`src/rtl/irqm_pkg.sv`:
```
package irqm_pkg;
  localparam int unsigned REG_W = 8;

  localparam int unsigned POS_TXAV   = 0;
  localparam int unsigned POS_EXCNAK = 1;
  localparam int unsigned POS_RECON  = 2;
  localparam int unsigned POS_NEWID  = 4;
  localparam int unsigned POS_RXINH  = 7;

  localparam int unsigned NUM_STICKY = 3;
  localparam int unsigned NUM_LIVE   = 2;

  typedef enum logic [1:0] {
    STK_RECON  = 2'd0,
    STK_EXCNAK = 2'd1,
    STK_NEWID  = 2'd2
  } sticky_idx_e;

  function automatic int unsigned sticky_pos(input int unsigned idx);
    case (idx)
      0:       return POS_RECON;
      1:       return POS_EXCNAK;
      default: return POS_NEWID;
    endcase
  endfunction

  function automatic int unsigned live_pos(input int unsigned idx);
    return (idx == 0) ? POS_TXAV : POS_RXINH;
  endfunction

  localparam logic [REG_W-1:0] MASKABLE =
    (REG_W'(1) << POS_TXAV)  | (REG_W'(1) << POS_EXCNAK) |
    (REG_W'(1) << POS_RECON) | (REG_W'(1) << POS_NEWID)  |
    (REG_W'(1) << POS_RXINH);
endpackage

```
`src/rtl/irqm_rst_sync.sv`:
```
module irqm_rst_sync #(
  parameter int unsigned STAGES = 2
) (
  input  logic clk,
  input  logic rst_n,
  output logic rst_n_sync
);
  logic [STAGES-1:0] chain_q;
  logic [STAGES-1:0] chain_d;

  always_comb begin
    chain_d = {chain_q[STAGES-2:0], 1'b1};
  end

  always_ff @(posedge clk or negedge rst_n) begin
    if (!rst_n) chain_q <= '0;
    else        chain_q <= chain_d;
  end

  assign rst_n_sync = chain_q[STAGES-1];
endmodule

```
`src/rtl/irqm_sticky.sv`:
```
module irqm_sticky #(
  parameter int unsigned N = 3
) (
  input  logic         clk,
  input  logic         rst_n,
  input  logic [N-1:0] set_i,
  input  logic [N-1:0] clr_i,
  output logic [N-1:0] flag_o
);
  logic [N-1:0] flag_q;
  logic [N-1:0] flag_d;
  logic [N-1:0] flag_en;

  for (genvar g = 0; g < N; g++) begin : g_bit
    always_comb begin
      flag_en[g] = set_i[g] | clr_i[g];
      flag_d[g]  = set_i[g] ? 1'b1 : 1'b0;
    end

    always_ff @(posedge clk or negedge rst_n) begin
      if (!rst_n)          flag_q[g] <= 1'b0;
      else if (flag_en[g]) flag_q[g] <= flag_d[g];
    end
  end

  assign flag_o = flag_q;
endmodule

```
`src/rtl/irqm_live_reg.sv`:
```
module irqm_live_reg #(
  parameter int unsigned N = 2
) (
  input  logic         clk,
  input  logic         rst_n,
  input  logic [N-1:0] cond_i,
  output logic [N-1:0] cond_o
);
  logic [N-1:0] cond_q;
  logic [N-1:0] cond_d;
  logic         cond_en;

  always_comb begin
    cond_d  = cond_i;
    cond_en = (cond_i != cond_q);
  end

  always_ff @(posedge clk or negedge rst_n) begin
    if (!rst_n)       cond_q <= '0;
    else if (cond_en) cond_q <= cond_d;
  end

  assign cond_o = cond_q;
endmodule

```
`src/rtl/irqm_mask_reg.sv`:
```
module irqm_mask_reg #(
  parameter int unsigned         W        = 8,
  parameter logic [W-1:0]        WRITABLE = '1
) (
  input  logic         clk,
  input  logic         rst_n,
  input  logic         sw_reset,
  input  logic         we,
  input  logic [W-1:0] wdata,
  output logic [W-1:0] mask_o
);
  logic [W-1:0] mask_q;
  logic [W-1:0] mask_d;
  logic         mask_en;

  always_comb begin
    mask_en = sw_reset | we;
    if (sw_reset) mask_d = '0;
    else          mask_d = wdata & WRITABLE;
  end

  always_ff @(posedge clk or negedge rst_n) begin
    if (!rst_n)       mask_q <= '0;
    else if (mask_en) mask_q <= mask_d;
  end

  assign mask_o = mask_q;
endmodule

```
`src/rtl/irq_mask_ctrl.sv`:
```
module irq_mask_ctrl
  import irqm_pkg::*;
(
  input  logic             clk,
  input  logic             rst_n,
  input  logic             sw_reset,
  input  logic             mask_we,
  input  logic [REG_W-1:0] mask_wdata,
  output logic [REG_W-1:0] mask_rdata,
  output logic [REG_W-1:0] status_rdata,
  input  logic             clr_flags_cmd,
  input  logic             por_clr_cmd,
  input  logic             nid_read,
  input  logic             rx_inhibit_in,
  input  logic             tx_avail_in,
  input  logic             recon_pulse,
  input  logic             excnak_pulse,
  input  logic             newid_pulse,
  output logic             irq
);
  logic                  rst_n_sync;
  logic [NUM_STICKY-1:0] stk_set;
  logic [NUM_STICKY-1:0] stk_clr;
  logic [NUM_STICKY-1:0] stk_flag;
  logic [NUM_LIVE-1:0]   live_in;
  logic [NUM_LIVE-1:0]   live_q;
  logic [REG_W-1:0]      status_vec;
  logic [REG_W-1:0]      mask_vec;

  irqm_rst_sync #(.STAGES(2)) u_rst (
    .clk        (clk),
    .rst_n      (rst_n),
    .rst_n_sync (rst_n_sync)
  );

  always_comb begin
    stk_set = '0;
    stk_clr = '0;
    stk_set[STK_RECON]  = recon_pulse;
    stk_set[STK_EXCNAK] = excnak_pulse;
    stk_set[STK_NEWID]  = newid_pulse;
    stk_clr[STK_RECON]  = clr_flags_cmd;
    stk_clr[STK_EXCNAK] = por_clr_cmd;
    stk_clr[STK_NEWID]  = nid_read;
    live_in = {rx_inhibit_in, tx_avail_in};
  end

  irqm_sticky #(.N(NUM_STICKY)) u_sticky (
    .clk    (clk),
    .rst_n  (rst_n_sync),
    .set_i  (stk_set),
    .clr_i  (stk_clr),
    .flag_o (stk_flag)
  );

  irqm_live_reg #(.N(NUM_LIVE)) u_live (
    .clk    (clk),
    .rst_n  (rst_n_sync),
    .cond_i (live_in),
    .cond_o (live_q)
  );

  irqm_mask_reg #(.W(REG_W), .WRITABLE(MASKABLE)) u_mask (
    .clk      (clk),
    .rst_n    (rst_n_sync),
    .sw_reset (sw_reset),
    .we       (mask_we),
    .wdata    (mask_wdata),
    .mask_o   (mask_vec)
  );

  always_comb begin
    status_vec = '0;
    for (int i = 0; i < NUM_STICKY; i++) status_vec[sticky_pos(i)] = stk_flag[i];
    for (int j = 0; j < NUM_LIVE; j++)   status_vec[live_pos(j)]   = live_q[j];
  end

  assign status_rdata = status_vec;
  assign mask_rdata   = mask_vec;
  assign irq          = |(status_vec & mask_vec);
endmodule

```
`config.mk`:
```
export PLATFORM = sky130hd
export DESIGN_NAME = irq_mask_ctrl
export DESIGN_NICKNAME = d
export VERILOG_FILES = /design/src/rtl/irqm_pkg.sv /design/src/rtl/irqm_rst_sync.sv /design/src/rtl/irqm_sticky.sv /design/src/rtl/irqm_live_reg.sv /design/src/rtl/irqm_mask_reg.sv /design/src/rtl/irq_mask_ctrl.sv
export SDC_FILE = /design/constraint.sdc
export NUM_CORES = 1
export LEC_CHECK = 0
export BUFFER_PORTS_ARGS = -buffer_cell sky130_fd_sc_hd__buf_2
export CORE_AREA = 2 2 39 41
export CTS_BUF_LIST = sky130_fd_sc_hd__clkbuf_16
export CTS_CLUSTER_SIZE = 20
export DETAILED_ROUTE_END_ITERATION = 7
export DIE_AREA = 0 0 41 43
export GPL_ROUTABILITY_DRIVEN = 1
export PLACE_DENSITY = 0.75
export SLEW_MARGIN = 25
export SYNTH_ARGS = -nofsm -noshare
export SYNTH_HDL_FRONTEND = slang
export SYNTH_SLANG_ARGS = --single-unit
```
`constraint.sdc`:
```
create_clock -name clk -period 2.3 [get_ports clk]
set_input_delay 0.115 -clock clk [delete_from_list [all_inputs] [get_ports clk]]
set_output_delay 0.115 -clock clk [all_outputs]
set_load 0.01 [all_outputs]
```
==> impl_metrics.yaml <==
final_layout:
  multiInputGateArea_um2: 139
  drive_gt1_frac: 0.417
  seq_area_um2: 300
  synthToLayoutAreaGrowth_pct: 45.3
  antenna_cells: 0
  mostFrequentLayoutCells: "27 x buf_2, 12 x dfrtp_1, 7 x conb_1"
  fillCellCount: 134
  fin_area_um2: 714
  final_nets: 93
  layout.cells.most_common: "buf_2"
  postLayoutCoreUtil: 0.516
clock_network:
  insertion_delay_ns: 0.23
  cts_max_path_buffers: 2
  numCtsBuffers: 3
  hold_buffers: 3
  path_clk_slew_ns: 0.04
  cts.sinks: 12
  post_cts_buffers: 0
  ctsHtreeMaxLevel: 1
  cts_tree: "built"
  root_buffer: "clkbuf_16"
  cts.repair.resized: 0
worst_setup_path:
  critical-path-max-stage-delay_ns: 0.37
  worst-setup-path-type: "reg -> out"
  crit_chain: "a222oi_1 > nand2_1 > buf_2"
  endpoint_kind: "output port"
  cp_slowest_cell: "dfrtp_1"
  critPathLaunchType: "flop"
  path_max_fanout: 2
  required_ns: 2.18
  cp.arrival_ns: 1.19
  worst-path-buf-inv: 1
  cp_top_family: "flip-flops"
sta:
  finalCritPeriodShare: 0.568
  clock-skew-final_ns: 0.00277
  rsz0062_at_grt: "no"
  fmax_ghz: 0.766
  worst_slack_ns: 0.995
  final_hold_viol_count: 0
  setup_viol: 0
  period_minus_slack_ns: 1.31
  final.setup.tns_ns: 0
  final_max_slew_viol_count: 0
grt:
  grt_pass1_vias: 331
  antenna_found_initial: 0
  grt_max_degree: 11
  gr-usage-all-layers: 0.109
  grt_pass1_wl_um: 1280
  globalRouteOverflowTotal: 0
power:
  netSwitchingFraction: 0.192
  intPower_mw: 0.483
  ir_drop_mv: 0.523
  pwr-share-seq: 0.393
  finalPower_mw: 0.598
  p_per_area_nw_per_um2: 837
  clock_power_share: 0.507
  p_leak_nw: 0.409
  p_switching_mw: 0.115
  power_frac_comb: 0.100
detailed_routing:
  detail_route.vias_per_cell: 4.02
  wl_um: 849
  drtPass1Iterations: 4
  drt_iter0_drc: 1
  antenna_left: 0
  drc: 0
  via_count: 354
  routedWlPerCell_um: 9.65
floorplan:
  initial_core_util: 0.355
  core_area_um2: 1380
  dieArea_um2: 1760
  die_h_um: 43
  die_w_um: 41
  ios: 37
  num_rows: 14
placed_design:
  dp_hpwl_um: 720
  placed_cell_area_um2: 606
  post-place-ws_ns: 1.20
  numPortBuffers: 27
  gp_congestion: 0.622
yosys:
  synth_cells: 42
  avgSynthCellArea_um2: 11.7
  ys_seq_elements: 12
  ys_seq_area_frac: 0.611
  yosysUniqueCellTypes: 11
  synth_area_um2: 492
  ys.warnings.count: 0
job:
  drv_cap: 0
worst_hold_path:
  hold_path_class: "in -> reg"
run_status:
  outcome: "complete, no violations"
[layout make-up]
cell class / instances / share of cell area
clock buffer: 3 / 0.105
inverter: 3 / 0.0158
multi-input combinational: 23 / 0.194
tap: 16 / 0.0280
clock inverter: 1 / 0.00525
timing repair buffer: 30 / 0.231
sequential: 12 / 0.420
[synth_stat cells]
library cell | count | area share
a21o_1 | 3 | 0.046
a222oi_1 | 1 | 0.020
a22oi_1 | 1 | 0.015
buf_4 | 7 | 0.11
clkbuf_1 | 2 | 0.015
conb_1 | 2 | 0.015
dfrtp_1 | 12 | 0.61
inv_1 | 3 | 0.023
mux2i_1 | 5 | 0.10
nand2_1 | 1 | 0.0076
nor2_1 | 5 | 0.038
[metal layers]
metal,wire length [um],GRT usage
met1,331,0.125
met2,466,0.181
met3,43,0.0157
met4,6,0.0600
met5,0,0
[power by group through the flow]
| stage | logic, mW | registers [mW] | clock network (mW) |
|---|---|---|---|
| floorplan | 0.0316 | 0.242 | 0 |
| global route | 0.0676 | 0.237 | 0.316 |
| finish | 0.0596 | 0.235 | 0.303 |
| CTS | 0.0609 | 0.235 | 0.313 |
| global placement | 0.0557 | 0.238 | 0 |
| detailed placement | 0.0570 | 0.238 | 0 |
[flip-flops by register name, indices dropped and copies added (netlist names)]
register / cells
u_mask.mask_o: 5
u_sticky.flag_o: 3
u_live.cond_o: 2
u_rst.chain_q: 2
[kinds of logic after synthesis]
logic type	synth area share
flops	0.611
buf+inv	0.145
simple gates	0.0458
compound gates	0.0814
mux	0.102
other cells	0.0153
[worst reg2reg max path: stages, from the launching register on]
cell	delay [ns]
dfrtp_1	0.39
mux2i_1	0.15
nor2_1	0.05
[final timing paths]
check                                              from                              to  slack, ns  cells after the start
setup / recovery           u_live.cond_o[0]$_DFFE_PN0P_                             irq       0.99                      3
hold / removal                              recon_pulse  u_sticky.flag_o[0]$_DFFE_PN0P_       0.06                      2
setup reg to reg           u_mask.mask_o[0]$_DFFE_PN0P_    u_mask.mask_o[0]$_DFFE_PN0P_       1.59                      2
hold reg to reg              u_rst.chain_q[1]$_DFF_PN0_    u_mask.mask_o[2]$_DFFE_PN0P_       0.15                      0
max in group asynchronous    u_rst.chain_q[1]$_DFF_PN0_    u_mask.mask_o[1]$_DFFE_PN0P_       1.87                      0
min in group asynchronous    u_rst.chain_q[1]$_DFF_PN0_    u_mask.mask_o[2]$_DFFE_PN0P_       0.15                      0
[through the flow]
| step | instances | hold WS (ns) |
|---|---|---|
| 5_1_grt | 88 | 0.0688 |
| 4_1_cts | 88 | 0.0565 |
| 3_3_place_gp | 81 | -0.0993 |
| 3_5_place_dp | 81 | -0.0986 |
| 2_1_floorplan | 47 | -0.181 |
| 6_report | 88 | 0.0571 |
(Power assumes the default switching activity.)
